## config.mk

```make
export PLATFORM = sky130hd
export DESIGN_NAME = accStatusFile
export DESIGN_NICKNAME = d
export VERILOG_FILES = /design/src/rtl/accStatusPkg.sv /design/src/rtl/accStatusCtrl.sv /design/src/rtl/accStatusDatapath.sv /design/src/rtl/accStatusFile.sv
export SDC_FILE = /design/constraint.sdc
export NUM_CORES = 1
export LEC_CHECK = 0
export ABC_AREA = 1
export BUFFER_PORTS_ARGS = -buffer_cell sky130_fd_sc_hd__buf_4
export CAP_MARGIN = 20
export CORE_MARGIN = 2
export CORE_UTILIZATION = 50
export CTS_CLUSTER_SIZE = 28
export DETAILED_ROUTE_END_ITERATION = 6
export GPL_TIMING_DRIVEN = 1
export PLACE_DENSITY = 0.71
export SYNTH_ARGS = -nofsm -noshare
export SYNTH_HDL_FRONTEND = slang
export SYNTH_SLANG_ARGS = --single-unit
```

## constraint.sdc

```tcl
create_clock -name clk -period 2.2 [get_ports clk]
set_clock_uncertainty 0.1 [all_clocks]
set_input_delay 0.22 -clock clk [delete_from_list [all_inputs] [get_ports clk]]
set_output_delay 0.22 -clock clk [all_outputs]
set_load 0.05 [all_outputs]
```

## src/rtl/accStatusPkg.sv

```systemverilog
package accStatusPkg;

  localparam int ADDR_W   = 12;
  localparam int ACC_CNT  = 4;
  localparam int PAIR_CNT = ACC_CNT / 2;
  localparam int IDX_W    = $clog2(ACC_CNT);
  localparam int STAT_USED = 12;

  localparam logic [ADDR_W-1:0] STATUS_ADDR = 12'h804;
  localparam logic [ADDR_W-1:0] MASK_ADDR   = 12'h805;
  localparam logic [ADDR_W-1:0] EXT_BASE    = 12'h807;

  // Low-word address of each accumulator; the map is not contiguous.
  function automatic logic [ADDR_W-1:0] accLoAddr(input int n);
    case (n)
      0:       accLoAddr = 12'h806;
      1:       accLoAddr = 12'h809;
      2:       accLoAddr = 12'h80A;
      default: accLoAddr = 12'h80B;
    endcase
  endfunction

  typedef struct packed {
    logic                wrStatus;
    logic                wrMask;
    logic [ACC_CNT-1:0]  wrAccLo;
    logic [PAIR_CNT-1:0] wrExt;
    logic [ACC_CNT-1:0]  accClr;
    logic                updStore;
    logic                updFlags;
    logic [IDX_W-1:0]    updIdx;
  } ctrlStrobes_t;

endpackage

```

## src/rtl/accStatusCtrl.sv

```systemverilog
module accStatusCtrl
  import accStatusPkg::*;
(
  input  logic              clk,
  input  logic              rstN,
  input  logic [ADDR_W-1:0] regAddr,
  input  logic              regWrEn,
  input  logic              updValid,
  input  logic [IDX_W-1:0]  updIdx,
  output ctrlStrobes_t      strobes
);

  logic collide;

  always_comb begin
    strobes = '0;
    strobes.wrStatus = regWrEn && (regAddr == STATUS_ADDR);
    strobes.wrMask   = regWrEn && (regAddr == MASK_ADDR);
    for (int n = 0; n < ACC_CNT; n++) begin
      strobes.wrAccLo[n] = regWrEn && (regAddr == accLoAddr(n));
    end
    for (int p = 0; p < PAIR_CNT; p++) begin
      strobes.wrExt[p] = regWrEn && (regAddr == EXT_BASE + ADDR_W'(p));
    end
    for (int n = 0; n < ACC_CNT; n++) begin
      strobes.accClr[n] = strobes.wrAccLo[n] | strobes.wrExt[n/2];
    end
    collide          = updValid && strobes.accClr[updIdx];
    strobes.updStore = updValid && !collide;
    strobes.updFlags = strobes.updStore && !strobes.wrStatus;
    strobes.updIdx   = updIdx;
  end


  wr_onehot_chk: assert property (@(posedge clk) disable iff (!rstN)
    $onehot0({strobes.wrStatus, strobes.wrMask, strobes.wrAccLo, strobes.wrExt}));


  upd_drop_chk: assert property (@(posedge clk) disable iff (!rstN)
    (updValid && regWrEn && (regAddr == accLoAddr(int'(updIdx)))) |-> !strobes.updStore);

endmodule

```

## src/rtl/accStatusDatapath.sv

```systemverilog
module accStatusDatapath
  import accStatusPkg::*;
#(
  parameter int DATA_W = 32,
  parameter int ACC_W  = 48
) (
  input  logic              clk,
  input  logic              rstN,
  input  ctrlStrobes_t      strobes,
  input  logic [ADDR_W-1:0] regAddr,
  input  logic [DATA_W-1:0] wrData,
  input  logic [ACC_W-1:0]  updValue,
  input  logic              updOvf,
  output logic [DATA_W-1:0] rdData,
  output logic [3:0]        macMode,
  output logic [DATA_W-1:0] addrMask
);

  localparam int EXT_W = ACC_W - DATA_W;

  logic [ACC_W-1:0]   accVec  [ACC_CNT];
  logic [DATA_W-1:0]  extWord [PAIR_CNT];
  logic [ACC_CNT-1:0] pav, pavSet;
  logic [3:0]         modeR;
  logic               nF, zF, vF, evF;
  logic [DATA_W-1:0]  maskR;
  logic [DATA_W-1:0]  statusWord;

  // Accumulator storage, one slot per accumulator.
  for (genvar n = 0; n < ACC_CNT; n++) begin : g_acc
    localparam int PAIR = n / 2;
    logic [ACC_W-1:0] accQ;
    logic [EXT_W-1:0] extLane;

    if ((n % 2) == 1) begin : g_hiLane
      assign extLane = wrData[DATA_W-1 -: EXT_W];
    end else begin : g_loLane
      assign extLane = wrData[EXT_W-1:0];
    end

    always_ff @(posedge clk) begin
      if (!rstN) begin
        accQ <= '0;
      end else if (strobes.wrAccLo[n]) begin
        accQ[DATA_W-1:0] <= wrData;
      end else if (strobes.wrExt[PAIR]) begin
        accQ[ACC_W-1:DATA_W] <= extLane;
      end else if (strobes.updStore && (strobes.updIdx == IDX_W'(n))) begin
        accQ <= updValue;
      end
    end

    assign accVec[n] = accQ;
  end

  // Overflow flag raised by the current update.
  always_comb begin
    pavSet = '0;
    if (strobes.updFlags && updOvf) pavSet[strobes.updIdx] = 1'b1;
  end

  always_ff @(posedge clk) begin
    if (!rstN) begin
      pav   <= '0;
      modeR <= '0;
      nF    <= 1'b0;
      zF    <= 1'b0;
      vF    <= 1'b0;
      evF   <= 1'b0;
    end else if (strobes.wrStatus) begin
      modeR <= wrData[7:4];
      nF    <= wrData[3];
      zF    <= wrData[2];
      vF    <= wrData[1];
      evF   <= wrData[0];
      pav   <= wrData[1] ? wrData[11:8] : '0;
    end else begin
      pav <= (pav | pavSet) & ~strobes.accClr;
      if (strobes.updFlags) begin
        nF <= updValue[ACC_W-1];
        zF <= (updValue == '0);
        vF <= pav[strobes.updIdx] | updOvf;
      end
    end
  end

  always_ff @(posedge clk) begin
    if (!rstN)               maskR <= '1;
    else if (strobes.wrMask) maskR <= wrData;
  end

  always_comb begin
    statusWord = '0;
    statusWord[STAT_USED-1:0] = {pav, modeR, nF, zF, vF, evF};
  end

  always_comb begin
    for (int p = 0; p < PAIR_CNT; p++) begin
      extWord[p] = '0;
      extWord[p][EXT_W-1:0]           = accVec[2*p][ACC_W-1:DATA_W];
      extWord[p][DATA_W-1 -: EXT_W]   = accVec[2*p+1][ACC_W-1:DATA_W];
    end
  end

  always_comb begin
    rdData = '0;
    if (regAddr == STATUS_ADDR) rdData = statusWord;
    if (regAddr == MASK_ADDR)   rdData = maskR;
    for (int n = 0; n < ACC_CNT; n++) begin
      if (regAddr == accLoAddr(n)) rdData = accVec[n][DATA_W-1:0];
    end
    for (int p = 0; p < PAIR_CNT; p++) begin
      if (regAddr == EXT_BASE + ADDR_W'(p)) rdData = extWord[p];
    end
  end

  assign macMode  = modeR;
  assign addrMask = maskR;


  pav_sticky_chk: assert property (@(posedge clk) disable iff (!rstN)
    (!strobes.wrStatus && (strobes.accClr == '0)) |=> ((pav & $past(pav)) == $past(pav)));


  vflag_src_chk: assert property (@(posedge clk) disable iff (!rstN)
    strobes.updFlags |=> (vF == pav[$past(strobes.updIdx)]));


  pav_clear_chk: assert property (@(posedge clk) disable iff (!rstN)
    (strobes.accClr != '0) |=> ((pav & $past(strobes.accClr)) == '0));


  nz_chk: assert property (@(posedge clk) disable iff (!rstN)
    strobes.updFlags |=> ((nF == $past(updValue[ACC_W-1])) && (zF == ($past(updValue) == '0))));


  status_load_chk: assert property (@(posedge clk) disable iff (!rstN)
    strobes.wrStatus |=> ((vF == $past(wrData[1])) && (macMode == $past(wrData[7:4]))));

endmodule

```

## src/rtl/accStatusFile.sv

```systemverilog
module accStatusFile
  import accStatusPkg::*;
#(
  parameter int DATA_W = 32,
  parameter int ACC_W  = 48
) (
  input  logic              clk,
  input  logic              rstN,
  input  logic [ADDR_W-1:0] regAddr,
  input  logic              regWrEn,
  input  logic [DATA_W-1:0] regWrData,
  output logic [DATA_W-1:0] regRdData,
  input  logic              updValid,
  input  logic [IDX_W-1:0]  updIdx,
  input  logic [ACC_W-1:0]  updValue,
  input  logic              updOvf,
  output logic [3:0]        macMode,
  output logic [DATA_W-1:0] addrMask
);

  ctrlStrobes_t strobes;

  accStatusCtrl u_ctrl (
    .clk      (clk),
    .rstN     (rstN),
    .regAddr  (regAddr),
    .regWrEn  (regWrEn),
    .updValid (updValid),
    .updIdx   (updIdx),
    .strobes  (strobes)
  );

  accStatusDatapath #(
    .DATA_W (DATA_W),
    .ACC_W  (ACC_W)
  ) u_dp (
    .clk      (clk),
    .rstN     (rstN),
    .strobes  (strobes),
    .regAddr  (regAddr),
    .wrData   (regWrData),
    .updValue (updValue),
    .updOvf   (updOvf),
    .rdData   (regRdData),
    .macMode  (macMode),
    .addrMask (addrMask)
  );

endmodule

```

==> impl_results.md <==
- Vias in the first global route: between 10k and 15k
- I/O pins: 167
- Root buf cell: clkbuf_16
- Final #Nets: about 2.2k
- Final Setup Violations: 32
- Max-slew violations: 0
- Register bit total from synthesis: approximately 240
- Mapped Area: 0.0123 mm2
- Peak supply drop: between 0.5 and 0.6 mV
- Core region area: approximately 0.024 mm2
- Fin area: roughly 0.018 mm2
- Top_reg_cell synth: dfxtp_1
- Crit share post-route: 108%
- Most numerous cell in the Yosys netlist: nand2_1
- Post-synthesis sequential area ratio: between 30% and 40%
- Largest net degree at the start of global routing: 85
- Failing checks: negative setup slack
- Multi-input gate area: roughly 0.0074 mm2
- Clock transition at path regs: roughly 0.06 ns
- GRT overflow: 0
- Global route hottest layer: met2
- Die height: between 150 and 200 um
- Worst EP required: 1.88 ns
- RSZ-0062 raised after global routing: true
- Final TNS setup: -2.95 ns
- Routed len/inst: between 20 and 25 um
- Slew @ Worst Pin: around 0.68 ns
- Critical Setup Path Class: primary input to output port
- Max cap viols: 0
- Met3 Use GR: under 10%
- Routed Antenna Nets: 0
- Normalized max-slew margin: a little over half
- Share of layout cells above drive strength 1: 27.2%
- CTS tree: built
- Dpl cell area: 0.0148 mm2
- Drt drc: 0
- Worst-Skew Late Latency: approximately 0.55 ns
- Register area: 0.00472 mm2
- CP arrival: about 2 ns
- Pwr dens: around 560 mW/mm2
- Status: finished with violations
- Final Power: 10.0 mW
- Top cells by area, synth: dfxtp_1, nand2_1, nor2_1
- Startpoint Class: primary input
- Gr usage total: 38.7%
- CTS buffer count: 27
- Fmax: approximately 0.42 GHz
- H-tree lvl count: 1
- Global-route wire length before repair: about 78,000 um
- Fill count: about 1.9k
- Crit path capture type: output port
- Synth Warn #: 0
- Detailed Place HPWL: approximately 35,000 um
- CTS max path bufs: 3
- Top cell type by total area after synthesis: dfxtp_1
- Die W: approximately 160 um
- DIE AREA: roughly 0.026 mm2
- Synth top cells by count: nand2_1, dfxtp_1, nor2_1
- Final Hold Fails: 0
- EDFF count, synth: 0
- Non-filler instance count after layout: 2,483
- Hold Worst Slack: between 0.02 and 0.03 ns
- Routability Congestion: 0.959
- First DRT Iteration DRCs: between 1.5k and 2k
- DR vias: ~15k
- Fin crit period: ~2.4 ns
- Synth-to-layout area growth: 44.5%
- Asr flop ratio synth: 0%
- First-pass DRT Iterations: 6
- # rows: 57
- Syn Inst Count: 1,855
- Hold Crit Class: primary input to flop
- Initial Util: between 50% and 60%
- Crit Path Max Fanout: 7
- Avg Vias per Cell: between 5 and 6
- CTS Sinks: between 200 and 250
- Share of the synthesized area in the top cell type: between 30% and 40%
- Fin worst setup slack: -0.167 ns
- N_diodes: 0
- Average size of a mapped cell: around 6.7 um2
- Post-synthesis net count: 1,954
- Pleak: between 8 and 9 nW
- Placed insts: about 2.3k
- I/O Buffers: roughly 170
- WL final: 52,200 um
- Met2 Use GR: between 60% and 70%
- Yosys cell types: 37
- Initial antenna violation count: 1
- Met1 GRT Util: between 40 and 50%
per-stage QoR:
step	util (%)	setup slack (ns)
2_1_floorplan	-	0.00604
3_3_place_gp	61.2	-0.371
3_5_place_dp	61.2	-0.367
4_1_cts	71.7	-0.131
5_1_grt	73.5	-0.214
6_report	73.5	-0.167
state kept, by name, summed over array words and instances (netlist names):
name,count
u_dp.g_acc.accQ,192
u_dp.pav,4
u_dp.zF,1
u_dp.macMode,4
u_dp.vF,1
u_dp.addrMask,32
u_dp.nF,1
u_dp.evF,1
per-layer routing:
layer	share of wire (%)	wire, um
met1	36	18800
met2	47	24400
met3	9.4	4910
met4	7.8	4060
met5	0.025	13
final timing paths:
| path | startpoint | to | slack (ns) | cells after the start |
|---|---|---|---|---|
| worst max-delay path | regAddr[4] | regRdData[16] | -0.17 | 16 |
| worst min register to register | u_dp.g_acc[1].accQ[23] | u_dp.g_acc[1].accQ[23] | 0.36 | 2 |
| worst max register to register | u_dp.pav[3] | u_dp.vF | 1.08 | 4 |
| worst min-delay path | rstN | u_dp.g_acc[0].accQ[42] | 0.03 | 3 |
cells in the final DEF (no fill, tap or decap), drive strengths merged, types with 2 or more instances in the layout:
master,instances
nand2,538
buf,309
dfxtp,236
nor2,217
o21ai,210
nand3,138
a31oi,94
dlygate4sd3,78
inv,74
a21oi,65
o211ai,57
clkbuf,43
or2,35
nand4,18
nor4,12
clkinv,10
nor3,9
o21bai,4
o221ai,4
a211oi,2
critical path: stages:
cell and delay [ns]:
buf_6 0.10, nor2_4 0.09, nand2_2 0.08, nor2_4 0.15, buf_6 0.14, nand2_4 0.06
inv_4 0.08, buf_12 0.13, buf_16 0.15, nand2_2 0.06, nand3_2 0.06, o211ai_1 0.11
nand4_1 0.17, o211ai_1 0.17, nand2_2 0.12, buf_8 0.15
kinds of logic after synthesis:
group / count (synthesis) / share of synthesized area, %
AO/OA/AOI/OAI: 439 / 20.2
buffers and inverters: 212 / 7.54
flip-flops: 236 / 38.3
AND/OR/NAND/NOR: 968 / 34.0
layout make-up:
cell class,count,share of cell area [%]
clock buffers,39,4.32
clock inverters,8,0.386
inverters,77,1.85
multi-input cells,1407,41.3
flip-flops and latches,236,26.5
well taps,324,2.27
repair buffers,392,23.4
repair_timing:
item / CTS / global route
endpoints found under the hold margin: 159 / 0
pin swaps: 55 / 72
hold buffers: 78 / 0
gates cloned: 9 / 5
setup endpoints to repair: 32 / 56
buffers inserted: 10 / 6
gates resized for setup: 174 / 96
power breakdown:
part	total, mW	internal (mW)	switching [mW]	leakage [nW]
combinational	1.14	0.445	0.692	5.81
sequential	4.52	4.44	0.0864	1.92
clock	4.39	2.53	1.85	0.419
total	10.0	7.41	2.63	8.15
No activity file was read; power rests on OpenSTA's default activity.
